--- config.mk ---
export PLATFORM = sky130hd
export DESIGN_NAME = symbol_mapper
export DESIGN_NICKNAME = d
export VERILOG_FILES = /design/src/rtl/symmap_pkg.sv /design/src/rtl/symmap_ctrl.sv /design/src/rtl/symmap_datapath.sv /design/src/rtl/symbol_mapper.sv
export SDC_FILE = /design/constraint.sdc
export NUM_CORES = 1
export LEC_CHECK = 0
export BUFFER_PORTS_ARGS = -buffer_cell sky130_fd_sc_hd__buf_2
export CAP_MARGIN = 25
export CORE_MARGIN = 3
export CORE_UTILIZATION = 30
export CTS_BUF_LIST = sky130_fd_sc_hd__clkbuf_4 sky130_fd_sc_hd__clkbuf_8
export DETAILED_ROUTE_END_ITERATION = 7
export GPL_ROUTABILITY_DRIVEN = 0
export SLEW_MARGIN = 20
export SYNTH_ARGS = -nofsm -noshare
export SYNTH_HDL_FRONTEND = slang
export SYNTH_HIERARCHICAL = 1
export SYNTH_SLANG_ARGS = --single-unit
--- constraint.sdc ---
create_clock -name clk -period 3.55 [get_ports clk]
set_input_delay 0.71 -clock clk [delete_from_list [all_inputs] [get_ports clk]]
set_output_delay 0.71 -clock clk [all_outputs]
set_load 0.005 [all_outputs]
--- src/rtl/symmap_pkg.sv ---
package symmap_pkg;

  typedef enum logic [1:0] {
    MODE_BPSK  = 2'd0,
    MODE_QPSK  = 2'd1,
    MODE_DQPSK = 2'd2,
    MODE_QAM16 = 2'd3
  } mode_e;

  // strobes from control to datapath
  typedef struct packed {
    logic  shiftEn;    // a bit is taken this cycle
    logic  symDone;    // this bit closes a symbol
    logic  frameHead;  // closing symbol is frame symbol 0
    logic  frameTail;  // closing symbol is the last of the frame
    logic  syncSym;    // closing symbol carries preamble bits
    mode_e mode;       // modulation in force for this bit
  } ctrl_strobe_t;

  function automatic logic [1:0] lastBitOf(input mode_e m);
    case (m)
      MODE_BPSK:  return 2'd0;
      MODE_QAM16: return 2'd3;
      default:    return 2'd1;
    endcase
  endfunction

endpackage

--- src/rtl/symmap_ctrl.sv ---
module symmap_ctrl
  import symmap_pkg::*;
#(
  parameter int FRAME_SYMS = 136,
  parameter int SYNC_BITS  = 32
) (
  input  logic         clk,
  input  logic         rst_n,
  input  logic         bitValid,
  input  logic [1:0]   modeSel,
  output ctrl_strobe_t strobe
);

  localparam int SYM_W = $clog2(FRAME_SYMS + 1);
  localparam logic [SYM_W-1:0] LAST_SYM   = SYM_W'(FRAME_SYMS - 1);
  localparam logic [SYM_W-1:0] SYNC_ONE   = SYM_W'(SYNC_BITS);
  localparam logic [SYM_W-1:0] SYNC_TWO   = SYM_W'(SYNC_BITS / 2);
  localparam logic [SYM_W-1:0] SYNC_FOUR  = SYM_W'(SYNC_BITS / 4);

  logic [1:0]       bitCnt;
  logic [SYM_W-1:0] symCnt;
  mode_e            activeMode;

  logic             atBoundary;
  mode_e            curMode;
  logic [1:0]       lastBit;
  logic [SYM_W-1:0] syncLimit;
  logic             groupEnd;

  assign atBoundary = (bitCnt == 2'd0) && (symCnt == '0);
  assign curMode    = atBoundary ? mode_e'(modeSel) : activeMode;
  assign lastBit    = lastBitOf(curMode);
  assign groupEnd   = bitValid && (bitCnt == lastBit);

  always_comb begin
    case (curMode)
      MODE_BPSK:  syncLimit = SYNC_ONE;
      MODE_QAM16: syncLimit = SYNC_FOUR;
      default:    syncLimit = SYNC_TWO;
    endcase
  end

  always_ff @(posedge clk) begin
    if (!rst_n) begin
      bitCnt     <= 2'd0;
      symCnt     <= '0;
      activeMode <= MODE_BPSK;
    end else if (bitValid) begin
      if (atBoundary) activeMode <= curMode;
      if (groupEnd) begin
        bitCnt <= 2'd0;
        symCnt <= (symCnt == LAST_SYM) ? '0 : symCnt + 1'b1;
      end else begin
        bitCnt <= bitCnt + 2'd1;
      end
    end
  end

  always_comb begin
    strobe.shiftEn   = bitValid;
    strobe.symDone   = groupEnd;
    strobe.frameHead = (symCnt == '0);
    strobe.frameTail = (symCnt == LAST_SYM);
    strobe.syncSym   = (symCnt < syncLimit);
    strobe.mode      = curMode;
  end

  AST_MODE_HELD_MIDFRAME: assert property (@(posedge clk) disable iff (!rst_n)
    !atBoundary |=> activeMode == $past(activeMode));

  AST_SYMCNT_IN_FRAME: assert property (@(posedge clk) disable iff (!rst_n)
    symCnt <= LAST_SYM);

  AST_FRAME_WRAPS: assert property (@(posedge clk) disable iff (!rst_n)
    (strobe.symDone && strobe.frameTail) |=> (symCnt == '0));

  AST_BITCNT_IN_GROUP: assert property (@(posedge clk) disable iff (!rst_n)
    !atBoundary |-> bitCnt <= lastBitOf(activeMode));

endmodule

--- src/rtl/symmap_datapath.sv ---
module symmap_datapath
  import symmap_pkg::*;
#(
  parameter int AMP_W     = 4,
  parameter int AMP_FULL  = 3,
  parameter int AMP_DIAG  = 2,
  parameter int QAM_OUTER = 3,
  parameter int QAM_INNER = 1
) (
  input  logic                    clk,
  input  logic                    rst_n,
  input  logic                    bitIn,
  input  ctrl_strobe_t            strobe,
  output logic                    symValid,
  output logic signed [AMP_W-1:0] symI,
  output logic signed [AMP_W-1:0] symQ,
  output logic                    symFirst,
  output logic                    symLast,
  output logic                    symSync
);

  localparam logic signed [AMP_W-1:0] A_FULL  = AMP_W'(AMP_FULL);
  localparam logic signed [AMP_W-1:0] A_DIAG  = AMP_W'(AMP_DIAG);
  localparam logic signed [AMP_W-1:0] Q_OUTER = AMP_W'(QAM_OUTER);
  localparam logic signed [AMP_W-1:0] Q_INNER = AMP_W'(QAM_INNER);

  // cosine of k*pi/4 at the ring amplitude
  function automatic logic signed [AMP_W-1:0] ringCos(input logic [2:0] k);
    case (k)
      3'd0:    return A_FULL;
      3'd1:    return A_DIAG;
      3'd2:    return '0;
      3'd3:    return -A_DIAG;
      3'd4:    return -A_FULL;
      3'd5:    return -A_DIAG;
      3'd6:    return '0;
      default: return A_DIAG;
    endcase
  endfunction

  // level index 0..3 after Gray decode
  function automatic logic signed [AMP_W-1:0] qamLevel(input logic [1:0] g);
    case (g)
      2'd0:    return -Q_OUTER;
      2'd1:    return -Q_INNER;
      2'd2:    return Q_INNER;
      default: return Q_OUTER;
    endcase
  endfunction

  function automatic logic [1:0] grayIdx(input logic [1:0] b);
    return {b[1], b[1] ^ b[0]};
  endfunction

  logic [2:0] shiftReg;
  logic [3:0] nibble;
  logic [1:0] stepM;
  logic [2:0] phaseIdx;
  logic [2:0] phaseNext;
  logic [2:0] tabIdx;
  logic signed [AMP_W-1:0] pointI, pointQ;
  mode_e outMode;

  assign nibble    = {shiftReg, bitIn};
  assign stepM     = grayIdx(nibble[1:0]);
  assign phaseNext = (strobe.frameHead ? 3'd0 : phaseIdx) + {stepM, 1'b0} + 3'd1;

  always_comb begin
    case (strobe.mode)
      MODE_BPSK:  tabIdx = {bitIn, 2'b00};
      MODE_QPSK:  tabIdx = {stepM, 1'b1};
      MODE_DQPSK: tabIdx = phaseNext;
      default:    tabIdx = 3'd0;
    endcase
  end

  always_comb begin
    if (strobe.mode == MODE_QAM16) begin
      pointI = qamLevel(grayIdx(nibble[3:2]));
      pointQ = qamLevel(grayIdx(nibble[1:0]));
    end else begin
      pointI = ringCos(tabIdx);
      pointQ = ringCos(tabIdx - 3'd2);
    end
  end

  always_ff @(posedge clk) begin
    if (!rst_n) begin
      shiftReg <= 3'd0;
      phaseIdx <= 3'd0;
    end else begin
      if (strobe.shiftEn) shiftReg <= nibble[2:0];
      if (strobe.symDone && strobe.mode == MODE_DQPSK) phaseIdx <= phaseNext;
    end
  end

  always_ff @(posedge clk) begin
    if (!rst_n || !strobe.symDone) begin
      symValid <= 1'b0;
      symI     <= '0;
      symQ     <= '0;
      symFirst <= 1'b0;
      symLast  <= 1'b0;
      symSync  <= 1'b0;
      outMode  <= MODE_BPSK;
    end else begin
      symValid <= 1'b1;
      symI     <= pointI;
      symQ     <= pointQ;
      symFirst <= strobe.frameHead;
      symLast  <= strobe.frameTail;
      symSync  <= strobe.syncSym;
      outMode  <= strobe.mode;
    end
  end

  AST_BPSK_NO_QUAD: assert property (@(posedge clk) disable iff (!rst_n)
    (symValid && outMode == MODE_BPSK) |-> symQ == '0);

  AST_DIFF_ODD_STEP: assert property (@(posedge clk) disable iff (!rst_n)
    (strobe.symDone && strobe.mode == MODE_DQPSK && !strobe.frameHead)
      |=> (((phaseIdx - $past(phaseIdx)) & 3'd1) == 3'd1));

  AST_DIFF_HEAD_FROM_ZERO: assert property (@(posedge clk) disable iff (!rst_n)
    (strobe.symDone && strobe.mode == MODE_DQPSK && strobe.frameHead)
      |=> phaseIdx[0]);

  AST_IDLE_IS_ZERO: assert property (@(posedge clk) disable iff (!rst_n)
    !symValid |-> (symI == '0 && symQ == '0 && !symFirst && !symLast && !symSync));

endmodule

--- src/rtl/symbol_mapper.sv ---
module symbol_mapper
  import symmap_pkg::*;
#(
  parameter int FRAME_SYMS = 136,
  parameter int SYNC_BITS  = 32,
  parameter int AMP_W      = 4,
  parameter int AMP_FULL   = 3,
  parameter int AMP_DIAG   = 2,
  parameter int QAM_OUTER  = 3,
  parameter int QAM_INNER  = 1
) (
  input  logic             clk,
  input  logic             rst_n,
  input  logic             bitValid,
  input  logic             bitIn,
  input  logic [1:0]       modeSel,
  output logic             symValid,
  output logic [AMP_W-1:0] symI,
  output logic [AMP_W-1:0] symQ,
  output logic             symFirst,
  output logic             symLast,
  output logic             symSync
);

  ctrl_strobe_t strobe;

  symmap_ctrl #(
    .FRAME_SYMS(FRAME_SYMS),
    .SYNC_BITS (SYNC_BITS)
  ) ctrl_i (
    .clk     (clk),
    .rst_n   (rst_n),
    .bitValid(bitValid),
    .modeSel (modeSel),
    .strobe  (strobe)
  );

  symmap_datapath #(
    .AMP_W    (AMP_W),
    .AMP_FULL (AMP_FULL),
    .AMP_DIAG (AMP_DIAG),
    .QAM_OUTER(QAM_OUTER),
    .QAM_INNER(QAM_INNER)
  ) dp_i (
    .clk     (clk),
    .rst_n   (rst_n),
    .bitIn   (bitIn),
    .strobe  (strobe),
    .symValid(symValid),
    .symI    (symI),
    .symQ    (symQ),
    .symFirst(symFirst),
    .symLast (symLast),
    .symSync (symSync)
  );

endmodule

==> results by group, run 1 <==
Run status
  – Result of the run: complete, no violations

Global route
  – Peak-usage layer in the global routing report: met2
  – Global-route wire length before repair: 5.69 mm
  – Routing usage on met1: around 15%
  – Antenna violations before repair: 0
  – Overall global routing resource usage: 10.5%
  – Met2 usage: 16.0%
  – Largest net degree at the start of global routing: 32
  – Leftover overflow at the end of global routing: 0
  – Via count of the first global-routing pass: 1221
  – Global routing usage on met3: 2.39%

Yosys
  – Cell type contributing the most total cell area after synthesis: sky130_fd_sc_hd__dfxtp_1
  – Register area share after synthesis: 32.0%
  – Fraction of registers with async set/reset: 0%
  – Library cell with the highest instance count after synthesis: sky130_fd_sc_hd__dfxtp_1
  – Area contributors post-synth: sky130_fd_sc_hd__dfxtp_1 32%, sky130_fd_sc_hd__ha_1 8.6%, sky130_fd_sc_hd__nand2_1 4.7%
  – Number of library cell types mapped by synthesis: 54
  – Most frequently used flop master after synthesis: sky130_fd_sc_hd__dfxtp_1
  – YS warnings: 6
  – Number of enable flip-flop cells after synthesis: 0
  – Top cells by count, synth: 28 x sky130_fd_sc_hd__dfxtp_1, 22 x sky130_fd_sc_hd__nand2_1, 13 x sky130_fd_sc_hd__inv_1
  – #FFs+latches synth: 28
  – Netlist Area Pre-Place: 0.00175 sq mm
  – Avg Synthesized Cell Area: 8.75 sq um
  – Post-Synthesis Net Count: 219
  – Synth top area share: 32.0%
  – Number of instances in the synthesized netlist: 200

Worst setup path
  – Critical path data required time: 3.73 ns
  – Worst Path Max Fanout: 8
  – Arrival time reported for the critical path endpoint: 3.43 ns
  – CP endpoint kind: flop
  – Critical path class: flop to flop
  – Logic depth of the worst register-to-register path: 14
  – Launching element type of the critical path: flop

Worst hold path
  – Instance count along the most critical hold path: 1
  – Hold Path Class: flop to flop

Final layout
  – Synth-to-layout area growth: 10.0%
  – Number of inserted diodes: 0
  – # nets final: 232
  – Number of inserted filler cells in the final layout: 584
  – Fraction of layout cells with a size suffix above 1: 17.5%

Drt
  – Detail Route Antenna Nets: 0
  – Detailed Routing Iterations Pass 1: 4
  – Vias per std cell: 4.89
  – Number of design rule violations left after detail routing: 0
  – WL per Instance: 11.7 um
  – Number of design-rule violations left by the first detailed-router iteration: 68
  – Number of vias in the routed layout: 1388
  – Overall routed net length: ~3.3 mm

Place
  – Setup slack after placement: 0.282 ns
  – Port bufs: 17
  – Final HPWL DP: between 2 and 2.5 mm

Power and ir drop
  – Switching Fraction: 38.2%
  – Logic gate share of total power: between 40% and 50%
  – Pint: 703 uW
  – Worst voltage drop across the vdd grid: 0.000287 V
  – Power density relative to cell area: 591 mW/mm^2
  – Reported net switching power: about 440 uW
  – Static leakage: 0.847 nW
  – Clock Power Share: between 15 and 20%
  – Sequential share of power: roughly a third

Clock tree
  – Post-CTS sizing: 0
  – Clock input transition at the sequential cells of the worst setup and hold paths: 0.10 ns
  – Largest buffer count on any clock path: 2
  – Total number of clock tree sinks: 28
  – CTS tree: yes
  – Clk Tree Root Cell: sky130_fd_sc_hd__clkbuf_8
  – H-tree depth: 1
  – Clock latency on the worst-skew pair: between 0.2 and 0.3 ns
  – Post-CTS Hold Fix Bufs: 0
  – Number of buffers created by CTS: 3
  – Number of setup buffers added after CTS: 0

Timing
  – Transition time at the pin with the least slew margin: between 0.4 and 0.5 ns
  – Final min period: 3.25 ns
  – TNS Setup: 0 ns
  – Post-route clock skew: 0.00514 ns
  – Max Transition Viols Final: 0
  – Tcrit/Tclk final: 91.6%
  – Slew headroom: 67.5%
  – Worst-case setup margin in the final layout: just under 0.3 ns
  – RSZ-0062 raised after global routing: no
  – Endpoints failing hold: 0
  – Setup violators final: 0
  – Max Freq: 307 MHz

Die
  – FP Rows: 27
  – Chip Height: approximately 82 um
  – Full die area: 0.00679 sq mm
  – Initial core utilization: 31.4%
  – Die width: 82.4 um
  – Core region area: around 0.0056 sq mm
  – Top-level I/O count: 18

Job
  – Max-cap violation count: 0
[logic make-up (layout without fill, tap and decap cells)]
kind of cell / Yosys count / count (layout) / share of synthesized area (%)
compound gates: 38 / 38 / 16.1
xor+xnor: 6 / 6 / 3.00
fa+ha+maj: 13 / 13 / 9.72
buf+inv: 25 / 37 / 7.15
flops: 28 / 28 / 32.0
mux: 11 / 11 / 6.50
simple gates: 79 / 79 / 25.5
[state kept, by name, indices dropped and copies added, names as in the netlist]
signal,count
ctrl_i/symCnt,8
dp_i/phaseIdx,3
dp_i/shiftReg,3
dp_i/symI,3
dp_i/symQ,3
ctrl_i/activeMode,2
ctrl_i/bitCnt,2
dp_i/symFirst,1
dp_i/symLast,1
dp_i/symSync,1
dp_i/symValid,1
[layout make-up]
cell class                 instances  area, sq um  share of cell area [%]
tap                               72         90.1                    4.68
inverter                          14         52.6                    2.73
timing repair buffer              19          100                    5.20
sequential                        28          561                    29.1
multi-input combinational        147         1070                    55.4
clock buffer                       4         55.1                    2.86
[worst max-delay path: stages (launching register included)]
cell and delay (ns):
sky130_fd_sc_hd__dfxtp_1 0.46, sky130_fd_sc_hd__inv_1 0.10, sky130_fd_sc_hd__ha_1 0.21, sky130_fd_sc_hd__and4bb_2 0.26, sky130_fd_sc_hd__nand2_1 0.21, sky130_fd_sc_hd__mux2_2 0.44
sky130_fd_sc_hd__ha_1 0.29, sky130_fd_sc_hd__xnor2_1 0.20, sky130_fd_sc_hd__nand4b_1 0.13, sky130_fd_sc_hd__o211ai_2 0.24, sky130_fd_sc_hd__inv_1 0.10, sky130_fd_sc_hd__nor2_2 0.20
sky130_fd_sc_hd__o21ai_0 0.11, sky130_fd_sc_hd__a22oi_1 0.15, sky130_fd_sc_hd__nor2b_1 0.06
[cells in the final DEF, fill, tap and decap left out, types with 3 or more instances in the layout]
| cell type | Yosys | routed |
|---|---|---|
| sky130_fd_sc_hd__a21o_1 | 3 | 3 |
| sky130_fd_sc_hd__o21a_1 | 3 | 3 |
| sky130_fd_sc_hd__nand2_1 | 22 | 22 |
| sky130_fd_sc_hd__o21ai_0 | 6 | 6 |
| sky130_fd_sc_hd__ha_1 | 12 | 12 |
| sky130_fd_sc_hd__clkbuf_8 | 0 | 4 |
| sky130_fd_sc_hd__dfxtp_1 | 28 | 28 |
| sky130_fd_sc_hd__buf_2 | 0 | 17 |
| sky130_fd_sc_hd__nand2b_1 | 6 | 6 |
| sky130_fd_sc_hd__nor2_1 | 12 | 11 |
| sky130_fd_sc_hd__and3_1 | 7 | 7 |
| sky130_fd_sc_hd__nand3_1 | 5 | 5 |
| sky130_fd_sc_hd__nand3b_1 | 3 | 3 |
| sky130_fd_sc_hd__mux2i_1 | 8 | 8 |
| sky130_fd_sc_hd__mux2_2 | 3 | 3 |
| sky130_fd_sc_hd__xnor2_1 | 5 | 5 |
| sky130_fd_sc_hd__inv_1 | 13 | 13 |
| sky130_fd_sc_hd__o22ai_1 | 4 | 4 |
| sky130_fd_sc_hd__a21oi_1 | 5 | 5 |
| sky130_fd_sc_hd__nor2b_1 | 8 | 8 |
[stage by stage]
step / hold WS [ns] / cell area (sq um) / power (mW) / instances / utilization, %
2_1_floorplan: 0.465 / 1750 / 0.845 / 200 / -
3_3_place_gp: 0.480 / 1870 / 0.941 / 280 / 33.5
3_5_place_dp: 0.483 / 1870 / 0.942 / 280 / 33.5
4_1_cts: 0.508 / 1920 / 1.15 / 284 / 34.5
5_1_grt: 0.542 / 1930 / 1.24 / 284 / 34.5
6_report: 0.503 / 1930 / 1.14 / 284 / 34.5
[per-layer routing]
metal	vias to the layer above	part of all wire, %
met5	-	0
met4	0	0.57
met3	2	4.9
met2	33	43
met1	636	52
li1	717	-
[worst paths after layout]
kind | startpoint | end | slack [ns]
worst max-delay path | ctrl_i/bitCnt[0] | dp_i/phaseIdx[2] | 0.30
worst max register to register | ctrl_i/bitCnt[0] | dp_i/phaseIdx[2] | 0.30
worst min register to register | dp_i/phaseIdx[0] | dp_i/phaseIdx[0] | 0.50
worst min-delay path | dp_i/phaseIdx[0] | dp_i/phaseIdx[0] | 0.50
[power groups by stage]
stage	Sequential (mW)	Clock [mW]	Combinational, mW
final	0.394	0.198	0.546
after floorplan	0.397	0	0.448
after detailed placement	0.401	0	0.541
after global placement	0.400	0	0.541
after CTS	0.394	0.210	0.543
after global routing	0.401	0.221	0.616
Note: power is estimated with default switching activity, not from simulation.
==> run 2: changes to the inputs <==
clock period = 3.27 ns   (was 3.55 ns; I/O delays follow)
==> run 2 against run 1 <==
  * Flip-flop and latch count is the same
  * Clock power shrank 6%
  * Clock skew grew 0.0021 ns
  * Die area is the same
  * Largest power group unchanged
  * Fmax grew 11%
  * Global-route usage grew 0.74 points
  * Via count shrank 0.22%
  * Critical path type unchanged
  * Worst setup slack gained 0.029 ns
  * Highest routed layer unchanged
  * Register-to-register slack gained 0.03 ns
  * Final cell count grew 0.70%
  * Largest cell class unchanged
  * Hold slack lost 0.0015 ns
==> results by group, run 2 (synthesized netlist as in run 1, its figures left out) <==
Final layout
  – Post-route design area: 0.00195 sq mm
  – # nets final: between 200 and 250
  – Number of inserted diodes: 0
  – Synth-to-layout area growth: 11.2%
  – Count of non-filler cells in the finished layout: 286
  – Fraction of layout cells with a size suffix above 1: 20.1%
  – Leading cell type in the layout, fill and taps excluded: sky130_fd_sc_hd__dfxtp_1
  – Reg with most FFs: ctrl_i/symCnt
  – Max FFs per register: 8
  – Commonest cells after routing, fill and taps aside: 26 x sky130_fd_sc_hd__dfxtp_1, 21 x sky130_fd_sc_hd__nand2_1, 17 x sky130_fd_sc_hd__buf_2
  – Number of inserted filler cells in the final layout: 579

Timing
  – Final min period: 2.94 ns
  – Transition time at the pin with the least slew margin: about 0.49 ns
  – Minimum hold slack: 0.501 ns
  – Max Freq: 340 MHz
  – Slew headroom: 67.1%
  – Endpoints failing hold: 0
  – TNS Setup: 0 ns
  – Tcrit/Tclk final: 90.0%
  – Max Transition Viols Final: 0
  – RSZ-0062 raised after global routing: no
  – Setup violators final: 0
  – Post-route clock skew: 0.00723 ns

Run status
  – Result of the run: complete, no violations

Worst setup path
  – Worst Path Max Fanout: 10
  – Origin of the worst setup path: ctrl_i/bitCnt[0]
  – Arrival time reported for the critical path endpoint: roughly 3.1 ns
  – Launching element type of the critical path: flop
  – CP endpoint kind: flop
  – Launch point of the worst reg-to-reg path: ctrl_i/bitCnt[0]
  – Register-to-register setup slack: 0.33 ns
  – End of the worst register-to-register path: ctrl_i/symCnt[5]
  – Critical path class: flop to flop
  – Logic depth of the worst register-to-register path: 12
  – Critical path data required time: 3.46 ns

Drt
  – Detailed Routing Iterations Pass 1: 4
  – Overall routed net length: 3.37 mm
  – Number of design-rule violations left by the first detailed-router iteration: 74
  – Detail Route Antenna Nets: 0
  – Vias per std cell: 4.84
  – Number of vias in the routed layout: 1385
  – WL per Instance: about 12 um
  – Number of design rule violations left after detail routing: 0

Worst hold path
  – Hold Path Class: flop to flop
  – Instance count along the most critical hold path: 1
  – Destination of the worst hold path: dp_i/phaseIdx[0]
  – Min-delay src: dp_i/phaseIdx[0]

Power and ir drop
  – Worst voltage drop across the vdd grid: roughly 0.00023 V
  – Static leakage: 0.855 nW
  – Power density relative to cell area: 633 mW/mm^2

Place
  – Area post-placement: 0.00189 sq mm
  – Port bufs: 17
  – Final HPWL DP: between 2 and 3 mm
  – Number of cells after detailed placement: about 280

Clock tree
  – Clk Tree Root Cell: sky130_fd_sc_hd__clkbuf_8
  – H-tree depth: 1
  – Largest buffer count on any clock path: 2
  – Clock latency on the worst-skew pair: between 0.2 and 0.3 ns
  – Number of setup buffers added after CTS: 0
  – CTS tree: yes
  – Clock input transition at the sequential cells of the worst setup and hold paths: 0.10 ns
  – Number of buffers created by CTS: 3
  – Total number of clock tree sinks: 28

Die
  – Chip Height: 82.4 um
  – Core region area: approximately 0.0056 sq mm
  – Full die area: 0.00679 sq mm
  – FP Rows: 27
  – Initial core utilization: 31.4%
  – Die width: a little over 80 um
  – Top-level I/O count: 18

Global route
  – Global-route wire length before repair: 6.13 mm
  – Via count of the first global-routing pass: ~1400
  – Largest net degree at the start of global routing: 32
  – Antenna violations before repair: 0
  – Leftover overflow at the end of global routing: 0
  – Overall global routing resource usage: 11.2%

Job
  – Max-cap violation count: 0
-- run 2: per-stage QoR --
| stage | utilization, % | total power [mW] | setup WS (ns) |
|---|---|---|---|
| after floorplan | - | 0.918 | 0.106 |
| after global placement | 33.9 | 1.04 | 0.191 |
| after detailed placement | 33.9 | 1.04 | 0.108 |
| after CTS | 34.7 | 1.24 | 0.0712 |
| after global routing | 34.9 | 1.35 | 0.0488 |
| final | 34.9 | 1.23 | 0.326 |
-- run 2: power breakdown --
| group | leakage (nW) | internal (mW) | switching [mW] | total [mW] |
|---|---|---|---|---|
| clock network | 0.0216 | 0.0827 | 0.103 | 0.186 |
| logic | 0.606 | 0.285 | 0.331 | 0.615 |
| registers | 0.228 | 0.395 | 0.0352 | 0.430 |
| total | 0.855 | 0.762 | 0.469 | 1.23 |
-- run 2: how the worst max path moves through the flow --
stage	to	slack, ns	cells past startpoint
2_1_floorplan	dp_i/phaseIdx[2]	0.11	17
3_3_place_gp	dp_i/phaseIdx[2]	0.19	14
3_5_place_dp	ctrl_i/symCnt[5]	0.11	12
4_1_cts	ctrl_i/symCnt[5]	0.07	12
5_1_grt	dp_i/phaseIdx[2]	0.05	14
6_report	ctrl_i/symCnt[5]	0.33	12
-- run 2: layout make-up --
cell class / instances / area, sq um / area share (%)
Multi-Input combinational cell: 147 / 1080 / 55.3
Timing Repair Buffer: 22 / 123 / 6.30
Clock buffer: 3 / 41.3 / 2.12
Tap cell: 72 / 90.1 / 4.63
Inverter: 14 / 52.6 / 2.70
Sequential cell: 28 / 563 / 28.9
-- run 2: worst max-delay path, cell delays in order (launching register included) --
cell                       delay [ns]
sky130_fd_sc_hd__dfxtp_2         0.40
sky130_fd_sc_hd__inv_1           0.07
sky130_fd_sc_hd__ha_1            0.19
sky130_fd_sc_hd__and4bb_2        0.27
sky130_fd_sc_hd__nand2_2         0.14
sky130_fd_sc_hd__mux2_2          0.43
sky130_fd_sc_hd__ha_2            0.25
sky130_fd_sc_hd__xnor2_2         0.14
sky130_fd_sc_hd__nand4b_1        0.12
sky130_fd_sc_hd__o211ai_2        0.27
sky130_fd_sc_hd__buf_4           0.22
sky130_fd_sc_hd__nand2_2         0.10
sky130_fd_sc_hd__o32ai_2         0.26
-- run 2: metal layers --
metal | global-route usage (%) | vias to the layer above | share of wire [%]
met5 | 0 | - | 0
met4 | 2.49 | 0 | 0.80
met3 | 2.39 | 2 | 4.9
met2 | 17.5 | 31 | 44
met1 | 15.8 | 630 | 51
li1 | - | 722 | -
-- run 2: timing repair --
action                                  4_1_cts  5_1_grt
hold endpoints to repair                      0        0
gates resized for setup                       0        5
endpoints found under the setup margin        0       15
hold buffers                                  0        0
